`config.mk`:
```
export PLATFORM = sky130hd
export DESIGN_NAME = ring_idle_seq
export DESIGN_NICKNAME = d
export VERILOG_FILES = /design/src/rtl/rtis_pkg.sv /design/src/rtl/rtis_window.sv /design/src/rtl/rtis_ctrl.sv /design/src/rtl/ring_idle_seq.sv
export SDC_FILE = /design/constraint.sdc
export NUM_CORES = 1
export LEC_CHECK = 0
export CELL_PAD_IN_SITES_DETAIL_PLACEMENT = 1
export CELL_PAD_IN_SITES_GLOBAL_PLACEMENT = 2
export CORE_ASPECT_RATIO = 1.25
export CORE_UTILIZATION = 35
export DETAILED_ROUTE_END_ITERATION = 8
export PLACE_DENSITY = 0.75
export SYNTH_ARGS = -nofsm -noshare
export SYNTH_HDL_FRONTEND = slang
export SYNTH_HIERARCHICAL = 1
export SYNTH_SLANG_ARGS = --single-unit
```
`constraint.sdc`:
```
create_clock -name clk -period 2.8 [get_ports clk]
set_clock_uncertainty 0.2 [all_clocks]
set_input_delay 0.28 -clock clk [delete_from_list [all_inputs] [get_ports clk]]
set_output_delay 0.28 -clock clk [all_outputs]
set_load 0.01 [all_outputs]
```
`src/rtl/rtis_pkg.sv`:
```
// Shared types for the ring-to-idle sequencer.
// Assumes: select code bit order is {ring, tin, tout}.
package rtis_pkg;

    typedef enum logic [2:0] {
        ST_OFF  = 3'd0,
        ST_RING = 3'd1,
        ST_HOLD = 3'd2,
        ST_OVR  = 3'd3,
        ST_IDLE = 3'd4
    } seq_state_e;

    typedef enum logic [1:0] {
        MD_MBB     = 2'd0,
        MD_BBM_IN  = 2'd1,
        MD_BBM_OVR = 2'd2,
        MD_ALT     = 2'd3
    } method_e;

    typedef struct packed {
        logic ring;
        logic tin;
        logic tout;
    } sel_t;

    localparam sel_t SEL_RINGING = '{ring: 1'b1, tin: 1'b0, tout: 1'b0};
    localparam sel_t SEL_ALLOFF  = '{ring: 1'b1, tin: 1'b0, tout: 1'b1};
    localparam sel_t SEL_IDLE    = '{ring: 1'b0, tin: 1'b0, tout: 1'b0};

endpackage

```
`src/rtl/rtis_window.sv`:
```
// Timed window counter: counts whole ticks while 'run' is high.
// A tick is CLKS_PER_TICK clocks. The prescaler restarts on each window,
// so a window lasts exactly limit*CLKS_PER_TICK cycles.
// Assumes: limit >= 1, CLKS_PER_TICK >= 2, run stays high until expire.
module rtis_window #(
    parameter int CLKS_PER_TICK = 125000,
    parameter int CNT_W         = 8
) (
    input  logic             clk,
    input  logic             rst_n,
    input  logic             run,
    input  logic [CNT_W-1:0] limit,
    output logic             first,
    output logic             expire
);
    localparam int PRE_W = (CLKS_PER_TICK > 1) ? $clog2(CLKS_PER_TICK) : 1;
    localparam logic [PRE_W-1:0] PRE_LAST = PRE_W'(CLKS_PER_TICK - 1);

    logic [PRE_W-1:0] pre_q;
    logic [CNT_W-1:0] tcnt_q;
    logic             tick;

    assign tick   = (pre_q == PRE_LAST);
    assign expire = run && tick && (tcnt_q == limit - CNT_W'(1));
    assign first  = run && (pre_q == '0) && (tcnt_q == '0);

    // Prescaler and tick counter, cleared whenever no window is open.
    always_ff @(posedge clk) begin
        if (!rst_n || !run) begin
            pre_q  <= '0;
            tcnt_q <= '0;
        end else if (tick) begin
            pre_q  <= '0;
            tcnt_q <= tcnt_q + CNT_W'(1);
        end else begin
            pre_q  <= pre_q + PRE_W'(1);
        end
    end


    window_no_instant_expiry_chk: assert property (@(posedge clk) disable iff (!rst_n)
        $rose(run) |-> !expire);


    window_first_only_at_open_chk: assert property (@(posedge clk) disable iff (!rst_n)
        (run && $past(run)) |-> !first);

endmodule

```
`src/rtl/rtis_ctrl.sv`:
```
// Sequence controller: accepts a start when not busy, latches the method
// and hold length, and walks ringing -> (hold | override window) -> idle.
// Assumes: window expiry comes from rtis_window, driven by 'run'.
module rtis_ctrl
    import rtis_pkg::*;
#(
    parameter int HOLD_W       = 8,
    parameter int DEFAULT_HOLD = 25
) (
    input  logic              clk,
    input  logic              rst_n,
    input  logic              start,
    input  logic [1:0]        mode,
    input  logic [HOLD_W-1:0] hold_ticks,
    input  logic              win_first,
    input  logic              win_expire,
    output logic              win_run,
    output logic [HOLD_W-1:0] win_limit,
    output sel_t              sel,
    output logic              ovr_low,
    output logic              done
);
    localparam logic [HOLD_W-1:0] DEF_HOLD = HOLD_W'(DEFAULT_HOLD);

    seq_state_e        state_q, state_d;
    method_e           mode_q;
    logic [HOLD_W-1:0] limit_q;
    logic              done_q;
    logic              accept;
    logic              busy;

    assign busy   = (state_q == ST_RING) || (state_q == ST_HOLD) || (state_q == ST_OVR);
    assign accept = start && !busy;

    // Next-state selection.
    always_comb begin
        state_d = state_q;
        case (state_q)
            ST_OFF, ST_IDLE: if (accept) state_d = ST_RING;
            ST_RING: begin
                case (mode_q)
                    MD_MBB:     state_d = ST_IDLE;
                    MD_BBM_OVR: state_d = ST_OVR;
                    default:    state_d = ST_HOLD;
                endcase
            end
            ST_HOLD, ST_OVR: if (win_expire) state_d = ST_IDLE;
            default: state_d = ST_OFF;
        endcase
    end

    // State, latched request fields and completion pulse.
    always_ff @(posedge clk) begin
        if (!rst_n) begin
            state_q <= ST_OFF;
            mode_q  <= MD_MBB;
            limit_q <= DEF_HOLD;
            done_q  <= 1'b0;
        end else begin
            state_q <= state_d;
            done_q  <= (state_d == ST_IDLE) && (state_q != ST_IDLE);
            if (accept) begin
                mode_q  <= method_e'(mode);
                limit_q <= (hold_ticks == '0) ? DEF_HOLD : hold_ticks;
            end
        end
    end

    // Output decode from the current state.
    always_comb begin
        sel     = SEL_ALLOFF;
        ovr_low = 1'b0;
        case (state_q)
            ST_RING: sel = SEL_RINGING;
            ST_HOLD: sel = SEL_ALLOFF;
            ST_OVR: begin
                sel     = win_first ? SEL_RINGING : SEL_IDLE;
                ovr_low = 1'b1;
            end
            ST_IDLE: sel = SEL_IDLE;
            default: sel = SEL_ALLOFF;
        endcase
    end

    assign win_run   = (state_q == ST_HOLD) || (state_q == ST_OVR);
    assign win_limit = limit_q;
    assign done      = done_q;


    reset_alloff_chk: assert property (@(posedge clk) disable iff (!rst_n)
        $rose(rst_n) |-> (sel == SEL_ALLOFF && !ovr_low && !done));


    done_single_pulse_chk: assert property (@(posedge clk) disable iff (!rst_n)
        done |=> !done);


    done_at_idle_chk: assert property (@(posedge clk) disable iff (!rst_n)
        done |-> (sel == SEL_IDLE && !ovr_low));


    ovr_release_to_idle_chk: assert property (@(posedge clk) disable iff (!rst_n)
        $fell(ovr_low) |-> (sel == SEL_IDLE && done));


    ovr_only_in_mode2_chk: assert property (@(posedge clk) disable iff (!rst_n)
        ovr_low |-> (mode_q == MD_BBM_OVR));


    busy_holds_request_chk: assert property (@(posedge clk) disable iff (!rst_n)
        busy |=> ($stable(mode_q) && $stable(limit_q)));

endmodule

```
`src/rtl/ring_idle_seq.sv`:
```
// Ring-to-idle transition sequencer top: controller plus timed window.
// Outputs are the three select levels, an open-drain style override
// pull-low enable (never a high drive), and a completion pulse.
// Assumes: CLKS_PER_TICK >= 2; one tick is the intended millisecond.
module ring_idle_seq #(
    parameter int CLKS_PER_TICK = 125000,
    parameter int HOLD_W        = 8,
    parameter int DEFAULT_HOLD  = 25
) (
    input  logic              clk,
    input  logic              rst_n,
    input  logic              start,
    input  logic [1:0]        mode,
    input  logic [HOLD_W-1:0] hold_ticks,
    output logic              sel_ring,
    output logic              sel_tin,
    output logic              sel_tout,
    output logic              ovr_pull_low,
    output logic              done
);
    import rtis_pkg::*;

    sel_t              sel;
    logic              win_run;
    logic              win_first;
    logic              win_expire;
    logic [HOLD_W-1:0] win_limit;

    rtis_ctrl #(
        .HOLD_W       (HOLD_W),
        .DEFAULT_HOLD (DEFAULT_HOLD)
    ) u_ctrl (
        .clk        (clk),
        .rst_n      (rst_n),
        .start      (start),
        .mode       (mode),
        .hold_ticks (hold_ticks),
        .win_first  (win_first),
        .win_expire (win_expire),
        .win_run    (win_run),
        .win_limit  (win_limit),
        .sel        (sel),
        .ovr_low    (ovr_pull_low),
        .done       (done)
    );

    rtis_window #(
        .CLKS_PER_TICK (CLKS_PER_TICK),
        .CNT_W         (HOLD_W)
    ) u_window (
        .clk    (clk),
        .rst_n  (rst_n),
        .run    (win_run),
        .limit  (win_limit),
        .first  (win_first),
        .expire (win_expire)
    );

    assign sel_ring = sel.ring;
    assign sel_tin  = sel.tin;
    assign sel_tout = sel.tout;

endmodule

```
== Word level (Yosys, flattened, before mapping) ==
Cells that the tools add are included.
Cells by class
  bitwise gates (word level): 0
  reductions and logical operators: 21
  order comparisons: 0
  add/sub/neg operators: 3
  $mul: 0
  muxes and demuxes: 8
  divide/modulo/power cells: 0
  eq/ne operators: 9
  shift operators: 0
Operator list (number)
  case mux 3 bit (3 select lines): 2
  adder 17 x 1 -> 17 bit, second input constant: 1
  == test 17 bit, second input constant: 1
  logical NOT 17 bit: 1
  logical NOT 8 bit: 2
  2-to-1 mux 3 bit: 3
  adder 8 x 1 -> 8 bit, second input constant: 1
  == test 8 bit: 1
  2-to-1 mux 8 bit: 1
  subtractor 8 x 1 -> 8 bit, second input constant: 1
  == test 3 x 2 -> 1 bit, second input constant: 2
  == test 3 bit, second input constant: 2
  logical AND 1 bit: 6
  case mux 3 bit (2 select lines): 1
  OR reduction 2 bit: 3
  logical OR 1 bit: 4
  == test 3 x 1 -> 1 bit, second input constant: 1
  logical NOT 1 bit: 3
  logical NOT 3 bit: 1
  != test 3 bit, second input constant: 1
  == test 2 bit, second input constant: 1
  logical NOT 2 bit: 1
  2-to-1 mux 1 bit: 1
Storage, ports and cells
  word-level logic and storage cells: 47
  input bits: 13
  flip-flop bits (word level): 39
  memory bits (writable): 0
  output and inout port bits: 5
  memory bits (read-only): 0
  bits in latches: 0
  memories: 0

== Longest topological paths before layout ==
Gate-level depths: netlist (run 1).
  depth in word-level cells: 9
  gate-level depth with buffers: 10
  gate-level depth less buffers: 10

== Hierarchy ==
The synthesis (run 1) kept the hierarchy.
By module, submodules not included
  rtis_window: cells each 175, area each 1446.4 µm², seq. area each 500.5 µm², times used 1
  rtis_ctrl: cells each 80, area each 678.2 µm², seq. area each 280.3 µm², times used 1

== Least setup slack after synthesis (run 1) ==
Ideal clock, no wire load.
  path type: reg-to-reg
  from: register u_window.pre_q[4]
  to: register u_ctrl.state_q[2]
  period minus slack after synthesis: 2.203 ns
  slack: 0.597 ns
  data required time: 2.541 ns
  data arrival time: 1.945 ns
  path buffers: 0
  stages on the path, launching flop included: 9
  path through: dfxtp_1 > or4_4 > nor2_8 > nand3_1 > nor4_1 > o311a_1 > nand2_1 > a21oi_2 > a31o_1
On the way
  word-level cells in the longest chain between the ends: 5
Ends and longest elaborated chain
  from (decl): RTL line rtis_window.sv:19  | logic [PRE_W-1:0] pre_q;
  from (signal assigned): RTL line rtis_window.sv:36  | pre_q <= pre_q + PRE_W'(1);
  == test 17 bit: RTL line rtis_window.sv:23  | assign tick = (pre_q == PRE_LAST);
  logical AND 1 bit (2 in series): RTL line rtis_window.sv:24  | assign expire = run && tick && (tcnt_q == limit - CNT_W'(1));
  net win_expire: RTL line ring_idle_seq.sv:26  | logic win_expire;
  2-to-1 mux 3 bit: RTL line rtis_ctrl.sv:47  | ST_HOLD, ST_OVR: if (win_expire) state_d = ST_IDLE;
  case mux 3 bit (3 select lines): RTL line rtis_ctrl.sv:38  | case (state_q)
  to (signal assigned): RTL line rtis_ctrl.sv:60  | state_q <= state_d;
  to (decl): RTL line rtis_ctrl.sv:25  | seq_state_e state_q, state_d;
The timed path passes the listed nets, and every way through them passes these cells.
A chain may end at the register's enable or synchronous reset.

== Final worst setup path (run 1) ==
  from: register u_window.pre_q[4]
  to: output sel_ring
On the way
  word-level cells in the longest chain between the ends: 5
Ends and longest elaborated chain
  logical NOT 17 bit: RTL line rtis_window.sv:25  | assign first = run && (pre_q == '0) && (tcnt_q == '0);
  logical AND 1 bit (2 in series): RTL line rtis_window.sv:25
  net win_first: RTL line ring_idle_seq.sv:25  | logic win_first;
  2-to-1 mux 3 bit: RTL line rtis_ctrl.sv:77  | sel = win_first ? SEL_RINGING : SEL_IDLE;
  case mux 3 bit (3 select lines): RTL line rtis_ctrl.sv:73  | case (state_q)
  to (decl): RTL line ring_idle_seq.sv:15  | output logic sel_ring,
The timed path passes the listed nets, and every way through them passes these cells.

==> reports/metrics.csv, run 1 <==
metric,value,unit
ys_warn_count,6,
grt_max_degree,17,
cts_max_level,2,
synthesis.area,0.00212,mm2
die_w,71.7,um
postCtsSetupBuffers,0,
synth_area_per_cell,8.33,um2
status,completed,
fin_area,0.00244,mm2
root_buffer,clkbuf_8,
crit_family,simple AND/OR/NAND/NOR gates,
synth-seq-cells,39,
power.share.clock,0.349,
rows,31,
post-route-util,0.420,
ys_types,44,
core_area,0.00582,mm2
worstPathCellList,or4_4 > nor3_2 > a2bb2oi_1 > clkdlybuf4s50_1,
layout-drive-gt1-share,0.0912,
yosys.area.top_type_share,0.367,
viasPerCell,5.32,
slew_viol_final,0,
layout.nets,291,
portBuffers,16,
async_flop_share,0,
vdd_ir_drop_max,0.223,mV
avgRoutedWirePerCell,15.6,um
met2_length,2720,um
synth_cells,255,
drtIter0Drc,55,
cellLeakagePower,0.000831,uW
dpl_worst_slack,0.329,ns
cts.path.max_buffers,2,
worst_slack,0.154,ns
yosys-top-cells-area,"dfxtp_1 37%, xor2_1 7.0%, xnor2_1 6.2%, nor2_1 5.5%, nand2_1 4.4%",
gp_congestion,0.717,
dieArea,0.00639,mm2
start_util,0.365,
fmax,0.378,GHz
fillers,714,
worstSetupPathType,flop to output pin,
end_kind,output pin,
synth_ff_type,dfxtp_1,
syn_to_final_growth,15.1,%
vias,1808,
internal-power,806,uW
cts_resized,0,
worst_slew_pin_slew,0.673,ns
clkTransAtPathRegs,0.07,ns
routed.top_layer,met4,
grt_pass1_wl,8970,um
slew-limit-headroom,0.550,
finalHoldViolations,0,
antenna_found_initial,0,
hold_path.class,flop to flop,
overflow,0,
wl_met3,189,um
insertion_delay,0.29,ns
firstDrtPassIters,4,
cp_slowest_cell,or4_4,
required,2.32,ns
diodes,0,
power_switching,291,uW
die_h,89.1,um
m1WireLength,2320,um
route.detailed.drc,0,
cts.sinks,39,
io-pin-count,18,
yosysTopAreaCell,dfxtp_1,
cp_slowest_stage_delay,0.59,ns
worst-path-stages,4,
hold_depth,1,
dp_hpwl,4010,um
hold_buffers,0,
seqPwrFrac,0.537,
cts_buffers,5,
reg2regPathDepth,8,
start_kind,flop,
cp_num_buf_inv,1,
synth_edf_count,0,
grt_usage,0.185,
cts_tree,yes,
synth_common_cells,"39 x dfxtp_1, 31 x nor2_1, 25 x nand2_1, 17 x xor2_1, 15 x xnor2_1",
swShare,0.265,
synth_nets,273,
grt_pass1_vias,1776,
yosysSeqAreaShare,0.367,
fin_crit,2.65,ns
finalCritPeriodShare,0.945,
cap_violations,0,
critPathArrivalTime,2.17,ns
cp_max_fo,4,
yosysMostFrequentCell,dfxtp_1,
finalSetupViolations,0,
fin_total_pwr,1100,uW
power_frac_comb,0.114,
ant_nets,0,
placed_cell_area,0.00235,mm2
power.density,449,mW/mm2
totalWireLength,5300,um
==> worst register-to-register path, stage by stage (launching register included) <==
cell and delay [ns]:
dfxtp_1 0.34, or4_4 0.59, nor2_8 0.20, nand3_1 0.16, nor4_1 0.33, o311a_1 0.27
nand2_1 0.08, a21oi_2 0.16, a31o_1 0.11
==> flip-flops by register name (all words and copies together) (netlist names) <==
signal,count
u_window/pre_q,17
u_ctrl/win_limit,8
u_window/tcnt_q,8
u_ctrl/state_q,3
u_ctrl/mode_q,2
u_ctrl/done,1
==> path summary, 6_finish.rpt <==
kind                                                   start                      endpoint  slack (ns)
worst max-delay path            u_window/pre_q[4]$_SDFF_PP0_                      sel_ring        0.15
worst min-delay path            u_window/pre_q[0]$_SDFF_PP0_  u_window/pre_q[0]$_SDFF_PP0_        0.27
worst max register to register  u_window/pre_q[4]$_SDFF_PP0_  u_ctrl/state_q[2]$_SDFF_PN0_        0.30
worst min register to register  u_window/pre_q[0]$_SDFF_PP0_  u_window/pre_q[0]$_SDFF_PP0_        0.27
==> routing by layer <==
| metal | up-vias | track usage |
|---|---|---|
| met5 | - | 0 |
| met4 | 0 | 0.0588 |
| met1 | 861 | 0.213 |
| li1 | 916 | - |
| met3 | 7 | 0.0395 |
| met2 | 24 | 0.342 |
==> cell type report <==
type / instances / area (um2) / share of cell area
Multi-Input combinational cell: 191 / 1230 / 0.505
Clock inverter: 2 / 12.5 / 0.00512
Clock buffer: 6 / 72.6 / 0.0297
Timing Repair Buffer: 23 / 213 / 0.0870
Tap cell: 66 / 82.6 / 0.0338
Sequential cell: 39 / 781 / 0.319
Inverter: 13 / 48.8 / 0.0200
==> cells by family (layout without fill, tap and decap cells) <==
logic type      count (synthesis)  in the layout  synth area share
compound gates                 30             30            0.0960
xor+xnor                       32             32             0.132
fa+ha+maj                       5              5            0.0294
buf+inv                        25             44            0.0565
flops                          39             39             0.367
mux                             4              4            0.0194
other cells                     1              1           0.00177
simple gates                  119            119             0.297
==> placed cells by master, fill, tap and decap left out, drive strengths merged, types with 2 or more instances in the layout <==
cell / Yosys / layout
ha: 5 / 5
buf: 7 / 7
clkdlybuf4s50: 0 / 16
nor4: 8 / 8
nor4b: 2 / 2
xor2: 17 / 17
xnor2: 15 / 15
nor3: 8 / 8
clkbuf: 5 / 6
nand4: 12 / 12
inv: 13 / 13
or4: 2 / 2
nor3b: 2 / 2
a31oi: 4 / 4
nor2: 32 / 32
nand3: 14 / 14
a211oi: 3 / 3
nor2b: 3 / 3
and2: 3 / 3
or3: 2 / 2
dfxtp: 39 / 39
o21ai: 9 / 9
a21oi: 7 / 7
mux2i: 3 / 3
and3: 3 / 3
nand2: 25 / 25
==> per-stage QoR <==
stage	hold WS [ns]	cells	TNS (ns)
floorplan	0.222	255	0
global placement	0.251	332	0
detailed placement	0.255	332	0
CTS	0.274	340	0
global route	0.291	340	-0.0256
finish	0.266	340	0
==> power groups by stage <==
stage          clock [uW]  combinational [uW]  sequential (uW)
5_1_grt               419                 141              592
4_1_cts               397                 127              590
3_5_place_dp            0                 126              603
2_1_floorplan           0                87.2              594
3_3_place_gp            0                 126              603
6_report              383                 125              589
No activity file was read; power rests on OpenSTA's default activity.
==> inputs of run 2 (changes only) <==
--- a/config.mk
+++ b/config.mk
@@ -5,12 +5,14 @@
 export SDC_FILE = /design/constraint.sdc
 export NUM_CORES = 1
 export LEC_CHECK = 0
+export ABC_AREA = 1
 export CELL_PAD_IN_SITES_DETAIL_PLACEMENT = 1
 export CELL_PAD_IN_SITES_GLOBAL_PLACEMENT = 2
 export CORE_ASPECT_RATIO = 1.25
-export CORE_UTILIZATION = 35
+export CORE_UTILIZATION = 29
 export DETAILED_ROUTE_END_ITERATION = 8
-export PLACE_DENSITY = 0.75
+export PLACE_DENSITY = 0.72
+export SLEW_MARGIN = 0
 export SYNTH_ARGS = -nofsm -noshare
 export SYNTH_HDL_FRONTEND = slang
 export SYNTH_HIERARCHICAL = 1
==> constraint.sdc (replaced) <==
create_clock -name clk -period 2.2 [get_ports clk]
set_clock_uncertainty 0.2 [all_clocks]
set_input_delay 0.22 -clock clk [delete_from_list [all_inputs] [get_ports clk]]
set_output_delay 0.22 -clock clk [all_outputs]
set_load 0.01 [all_outputs]
==> run 2 against run 1 <==
  * Global-route usage decreased by 0.43 points
  * Hold slack better by 0.012 ns
  * Cell area increased by 31%
  * Combinational power rose by 46%
  * Cell count grew 63%
  * Critical path type unchanged
  * Largest cell class unchanged
  * Largest power group unchanged
  * Highest routed layer unchanged
==> reports/metrics.csv, run 2 <==
metric,value,unit,change
grt_pass1_wl,12700,um,was 8970 um
seqPwrFrac,0.449,,was 0.537
slew_viol_final,0,,unchanged
insertion_delay,0.30,ns,was 0.29 ns
gp_congestion,0.814,,was 0.717
clkTransAtPathRegs,0.08,ns,was 0.07 ns
ys_types,30,,was 44
slew-limit-headroom,0.651,,was 0.550
core_area,0.00829,mm2,was 0.00582 mm2
drtIter0Drc,92,,was 55
fin_total_pwr,1650,uW,was 1100 uW
internal-power,1260,uW,was 806 uW
ys_warn_count,6,,unchanged
power_frac_comb,0.111,,was 0.114
diodes,0,,unchanged
end_kind,output pin,,unchanged
power_switching,391,uW,was 291 uW
critPathArrivalTime,1.66,ns,was 2.17 ns
fin_area,0.00320,mm2,was 0.00244 mm2
yosysTopAreaCell,dfxtp_1,,unchanged
layout.nets,473,,was 291
vdd_ir_drop_max,0.216,mV,was 0.223 mV
portBuffers,16,,unchanged
cts_tree,yes,,unchanged
yosys.area.top_type_share,0.312,,was 0.367
firstDrtPassIters,4,,unchanged
layout_commonest_cell,nand2_1,,was dfxtp_1
cp_max_fo,2,,was 4
power.density,515,mW/mm2,was 449 mW/mm2
worst_slew_pin_slew,0.523,ns,was 0.673 ns
viasPerCell,4.70,,was 5.32
power.share.clock,0.440,,was 0.349
rows,37,,was 31
totalWireLength,7420,um,was 5300 um
yosysMostFrequentCell,nand2_1,,was dfxtp_1
ant_nets,0,,unchanged
finalSetupViolations,0,,unchanged
top_register,u_window/pre_q,,unchanged
vias,2600,,was 1808
synth_common_cells,"122 x nand2_1, 56 x inv_1, 54 x nor2_1, 39 x dfxtp_1, 31 x nand3_1",,"was 39 x dfxtp_1, 31 x nor2_1, 25 x nand2_1, 17 x xor2_1, 15 x xnor2_1"
crit_family,simple AND/OR/NAND/NOR gates,,unchanged
fmax,0.480,GHz,
cp_slowest_stage_delay,0.33,ns,was 0.59 ns
placed_cell_area,0.00299,mm2,was 0.00235 mm2
die_w,85.1,um,was 71.7 um
root_buffer,clkbuf_8,,unchanged
finalHoldViolations,0,,unchanged
dieArea,0.00902,mm2,was 0.00639 mm2
worstSetupPathType,flop to output pin,,unchanged
crit_path_frequent_cell,inv_1,,
whs,0.278,ns,was 0.266 ns
io-pin-count,18,,unchanged
largest_reg_flops,17,,unchanged
synth_edf_count,0,,unchanged
layout-drive-gt1-share,0.200,,was 0.0912
grt_usage,0.181,,was 0.185
synth-seq-cells,39,,unchanged
cap_violations,0,,unchanged
synth_cells,402,,was 255
status,completed,,unchanged
synthesis.area,0.00251,mm2,was 0.00212 mm2
finalCritPeriodShare,0.946,,
async_flop_share,0,,unchanged
synth_area_per_cell,6.23,um2,was 8.33 um2
fin_crit,2.08,ns,
cts.sinks,39,,unchanged
required,1.78,ns,was 2.32 ns
dp_hpwl,6070,um,was 4010 um
placed_cells,543,,was 332
synth_ff_type,dfxtp_1,,unchanged
swShare,0.237,,was 0.265
start_kind,flop,,unchanged
yosysSeqAreaShare,0.312,,was 0.367
hold_path.class,input pin to flop,,was flop to flop
antenna_found_initial,0,,unchanged
yosys-top-cells-area,"dfxtp_1 31%, nand2_1 18%, inv_1 8.4%, nor2_1 8.1%, nand3_1 6.2%",,"was dfxtp_1 37%, xor2_1 7.0%, xnor2_1 6.2%, nor2_1 5.5%, nand2_1 4.4%"
worst_slack,0.118,ns,was 0.154 ns
grt_max_degree,18,,was 17
route.detailed.drc,0,,unchanged
cts_buffers,5,,unchanged
synth_nets,420,,was 273
cts.path.max_buffers,2,,unchanged
worstPathCellList,inv_1 > ha_1 > nand2_1 > nor4_4 > nand3_1 > nor2_2 > inv_1 > a21oi_1 > buf_2,,was or4_4 > nor3_2 > a2bb2oi_1 > clkdlybuf4s50_1
layout_common_cells,"121 x nand2_1, 55 x inv_1, 50 x nor2_1",,"was 39 x dfxtp_1, 31 x nor2_1, 25 x nand2_1"
die_h,106,um,was 89.1 um
syn_to_final_growth,27.8,%,was 15.1%
stdcell_count,553,,was 340
cts_max_level,2,,unchanged
grt_pass1_vias,2790,,was 1776
start_util,0.302,,was 0.365
avgRoutedWirePerCell,13.4,um,was 15.6 um
cp_num_buf_inv,3,,was 1
overflow,0,,unchanged
dpl_worst_slack,-0.0838,ns,was 0.329 ns
cp_slowest_cell,dfxtp_2,,was or4_4
cellLeakagePower,0.00131,uW,was 0.000831 uW
run 2: cell count changes after synthesis, sizes merged, moves of 4 or more:
cell / delta
nor3: -4
nand2: +101
xor2: -10
nor2: +36
a21oi: +20
inv: +45
nor4: -5
nand4: -4
clkbuf: -5
xnor2: -11
nand3: +17
a31oi: -4
run 2: layout make-up:
cell class / instances / area [um2]
fillers: 1129 / 5080
multi-input cells: 297 / 1500
flip-flops and latches: 39 / 786
repair buffers: 52 / 433
inverters: 60 / 225
well taps: 97 / 121
clock buffers: 6 / 72.6
clock inverters: 2 / 60.1
run 2: tightest hold or removal path, stage by stage:
cell and delay (ns):
clkdlybuf4s50_1 0.39, nand2_1 0.08, a21oi_2 0.05
run 2: path summary, 6_finish.rpt:
check,start,endpoint,slack (ns),cells past startpoint
worst max register to register,u_window/pre_q[0]$_SDFF_PP0_,u_ctrl/state_q[0]$_SDFF_PN0_,0.15,14
worst max-delay path,u_window/pre_q[0]$_SDFF_PP0_,sel_ring,0.12,9
worst min register to register,u_ctrl/mode_q[1]$_SDFFE_PN0P_,u_ctrl/mode_q[1]$_SDFFE_PN0P_,0.30,2
worst min-delay path,mode[1],u_ctrl/mode_q[1]$_SDFFE_PN0P_,0.28,3
run 2: metal layers:
layer | part of all wire | global-route usage | routed length [um]
met2 | 0.52 | 0.335 | 3840
met5 | 0 | 0 | 0
met1 | 0.44 | 0.205 | 3260
met3 | 0.021 | 0.0318 | 156
met4 | 0.022 | 0.0642 | 160
run 2: kinds of logic (layout without fill, tap and decap cells):
group,count (synthesis),in the layout,share of synthesized area
xor+xnor,11,11,0.0384
compound gates,38,38,0.0949
buf+inv,66,120,0.111
other cells,1,1,0.00150
fa+ha+maj,5,5,0.0250
flops,39,39,0.312
simple gates,242,242,0.417
run 2: what timing repair did:
action	in CTS	in global routing
buffers inserted	0	2
resized for setup	9	15
pin swaps	4	10
setup endpoints to repair	1	4
hold buffers	0	0
run 2: through the flow:
| stage | utilization | TNS [ns] |
|---|---|---|
| final | 0.386 | 0 |
| after global placement | 0.361 | -0.0554 |
| after CTS | 0.378 | 0 |
| after floorplan | - | 0 |
| after global routing | 0.386 | -0.110 |
| after detailed placement | 0.361 | -0.0838 |
run 2: power by group through the flow:
stage / registers (uW) / logic (uW) / clock network [uW]
floorplan: 754 / 114 / 0
finish: 740 / 183 / 725
CTS: 741 / 184 / 743
global route: 744 / 210 / 789
detailed placement: 757 / 183 / 0
global placement: 756 / 180 / 0
==> inputs of run 3 (changes only) <==
--- a/config.mk
+++ b/config.mk
@@ -8,7 +8,7 @@
 export ABC_AREA = 1
 export CELL_PAD_IN_SITES_DETAIL_PLACEMENT = 1
 export CELL_PAD_IN_SITES_GLOBAL_PLACEMENT = 2
-export CORE_ASPECT_RATIO = 1.25
+export CORE_ASPECT_RATIO = 0.5
 export CORE_UTILIZATION = 29
 export DETAILED_ROUTE_END_ITERATION = 8
 export PLACE_DENSITY = 0.72
==> run 3 against run 2 <==
  * Via count increased by 1.3%
  * Sequential share of layout area increased by 0.39 points
  * Global-route usage decreased by 0.18 points
  * Sequential power about the same
  * Routed wire length decreased by 0.24%
  * Combinational power decreased by 2%
  * Die area increased by 0.23%
  * Clock power increased by 2%
==> reports/metrics.csv, run 3 (synthesis gave the netlist of run 2 again) <==
metric,value,unit,change
status,completed,,unchanged
finalSetupViolations,0,,unchanged
hold_path.class,input pin to flop,,unchanged
rows,23,,was 37
critPathArrivalTime,1.67,ns,was 1.66 ns
seqPwrFrac,0.447,,was 0.449
insertion_delay,0.29,ns,was 0.30 ns
cellLeakagePower,0.00128,uW,was 0.00131 uW
largest_reg_flops,17,,unchanged
cp_slowest_stage_delay,0.32,ns,was 0.33 ns
layout_commonest_cell,nand2_1,,unchanged
worstPathCellList,nor2_2 > nand2_2 > nor4_1 > nand3_1 > nor2_2 > inv_1 > a21oi_1 > buf_2,,was inv_1 > ha_1 > nand2_1 > nor4_4 > nand3_1 > nor2_2 > inv_1 > a21oi_1 > buf_2
hold_depth,3,,unchanged
fin_crit,2.09,ns,was 2.08 ns
antenna_found_initial,0,,unchanged
multi_input_area,0.00147,mm2,was 0.00150 mm2
vdd_ir_drop_max,0.254,mV,was 0.216 mV
die_w,133,um,was 85.1 um
avgRoutedWirePerCell,13.2,um,was 13.4 um
overflow,0,,unchanged
viasPerCell,4.69,,was 4.70
route.detailed.drc,0,,unchanged
gp_congestion,0.776,,was 0.814
firstDrtPassIters,6,,was 4
layout-drive-gt1-share,0.178,,was 0.200
power.density,528,mW/mm2,was 515 mW/mm2
post-route-util,0.384,,was 0.386
dp_hpwl,6020,um,was 6070 um
end_kind,output pin,,unchanged
dieArea,0.00904,mm2,was 0.00902 mm2
finalHoldViolations,0,,unchanged
hold_buffers,0,,unchanged
reg2regPathDepth,11,,was 14
rsz0062_at_grt,true,,
fillers,1076,,was 1129
slew_viol_final,0,,unchanged
grt_pass1_vias,2642,,was 2790
cts.path.max_buffers,2,,unchanged
cp_max_fo,2,,unchanged
power_frac_comb,0.108,,was 0.111
crit_path_frequent_cell,nor2_2,,was inv_1
start_util,0.307,,was 0.302
finalCritPeriodShare,0.950,,was 0.946
start_kind,flop,,unchanged
totalWireLength,7400,um,was 7420 um
fmax,0.479,GHz,was 0.480 GHz
syn_to_final_growth,25.4,%,was 27.8%
cts_max_level,2,,unchanged
worstSetupPathType,flop to output pin,,unchanged
layout.nets,467,,was 473
die_h,67.7,um,was 106 um
cp_slowest_cell,dfxtp_1,,was dfxtp_2
layout_common_cells,"121 x nand2_1, 55 x inv_1, 50 x nor2_1",,unchanged
required,1.78,ns,about the same
grt_usage,0.179,,was 0.181
internal-power,1240,uW,was 1260 uW
io-pin-count,18,,unchanged
cap_violations,0,,unchanged
grt_pass1_wl,12300,um,was 12700 um
portBuffers,16,,unchanged
power_switching,413,uW,was 391 uW
root_buffer,clkbuf_16,,was clkbuf_8
worst_slew_pin_slew,0.529,ns,was 0.523 ns
swShare,0.249,,was 0.237
top_register,u_window/pre_q,,unchanged
cts_buffers,5,,unchanged
clkTransAtPathRegs,0.06,ns,was 0.08 ns
diodes,0,,unchanged
power.share.clock,0.445,,was 0.440
seqCellArea,783,um2,was 786 um2
ant_nets,0,,unchanged
core_area,0.00817,mm2,was 0.00829 mm2
drtIter0Drc,57,,was 92
slew-limit-headroom,0.647,,was 0.651
fin_total_pwr,1660,uW,was 1650 uW
grt_max_degree,18,,unchanged
vias,2633,,was 2600
cts.sinks,39,,unchanged
cts_tree,yes,,unchanged
## run 3: path summary, 6_finish.rpt
path | endpoint | from | slack (ns)
worst min-delay path | u_ctrl/mode_q[1]$_SDFFE_PN0P_ | mode[1] | 0.29
worst min register to register | u_ctrl/mode_q[1]$_SDFFE_PN0P_ | u_ctrl/mode_q[1]$_SDFFE_PN0P_ | 0.30
worst max-delay path | sel_ring | u_window/pre_q[4]$_SDFF_PP0_ | 0.11
worst max register to register | u_ctrl/state_q[1]$_SDFF_PN0_ | u_window/pre_q[0]$_SDFF_PP0_ | 0.20
## run 3: timing repair
item | 4_1_cts | 5_1_grt
setup endpoints to repair | 1 | 3
buffers inserted | 0 | 2
pin swaps | 1 | 5
resized for setup | 4 | 11
## run 3: routing by layer
metal	vias up	GRT usage	wire length [um]
met1	1260	0.207	3590
li1	1337	-	-
met2	28	0.333	3540
met5	-	0	0
met4	0	0.0653	107
met3	8	0.0383	161
## run 3: worst max-delay path, delay by kind of cell (launching register included)
kind,cells,cell delay (ns)
simple gates,5,0.72
flops,1,0.32
buf+inv,2,0.20
compound gates,1,0.14
## run 3: cell type report
class | count | area share
clock inverter | 1 | 0.00159
sequential | 39 | 0.249
inverter | 60 | 0.0717
clock buffer | 6 | 0.0442
timing repair buffer | 46 | 0.121
multi-input combinational | 297 | 0.468
tap | 112 | 0.0446
## run 3: through the flow
step	std cells	worst slack [ns]	TNS (ns)	instance area [um2]	hold slack, ns
after floorplan	402	0.350	0	2510	0.0887
after global placement	552	0.0687	0	2960	0.279
after detailed placement	552	-0.0358	-0.0358	2960	0.285
after CTS	559	0.0406	0	3100	0.285
after global routing	561	-0.0155	-0.0155	3140	0.313
final	561	0.111	0	3140	0.292
## run 3: power groups by stage
stage	Combinational [uW]	Sequential (uW)	Clock [uW]
2_1_floorplan	114	754	0
3_3_place_gp	175	755	0
3_5_place_dp	180	756	0
4_1_cts	180	741	758
5_1_grt	202	743	783
6_report	179	741	738
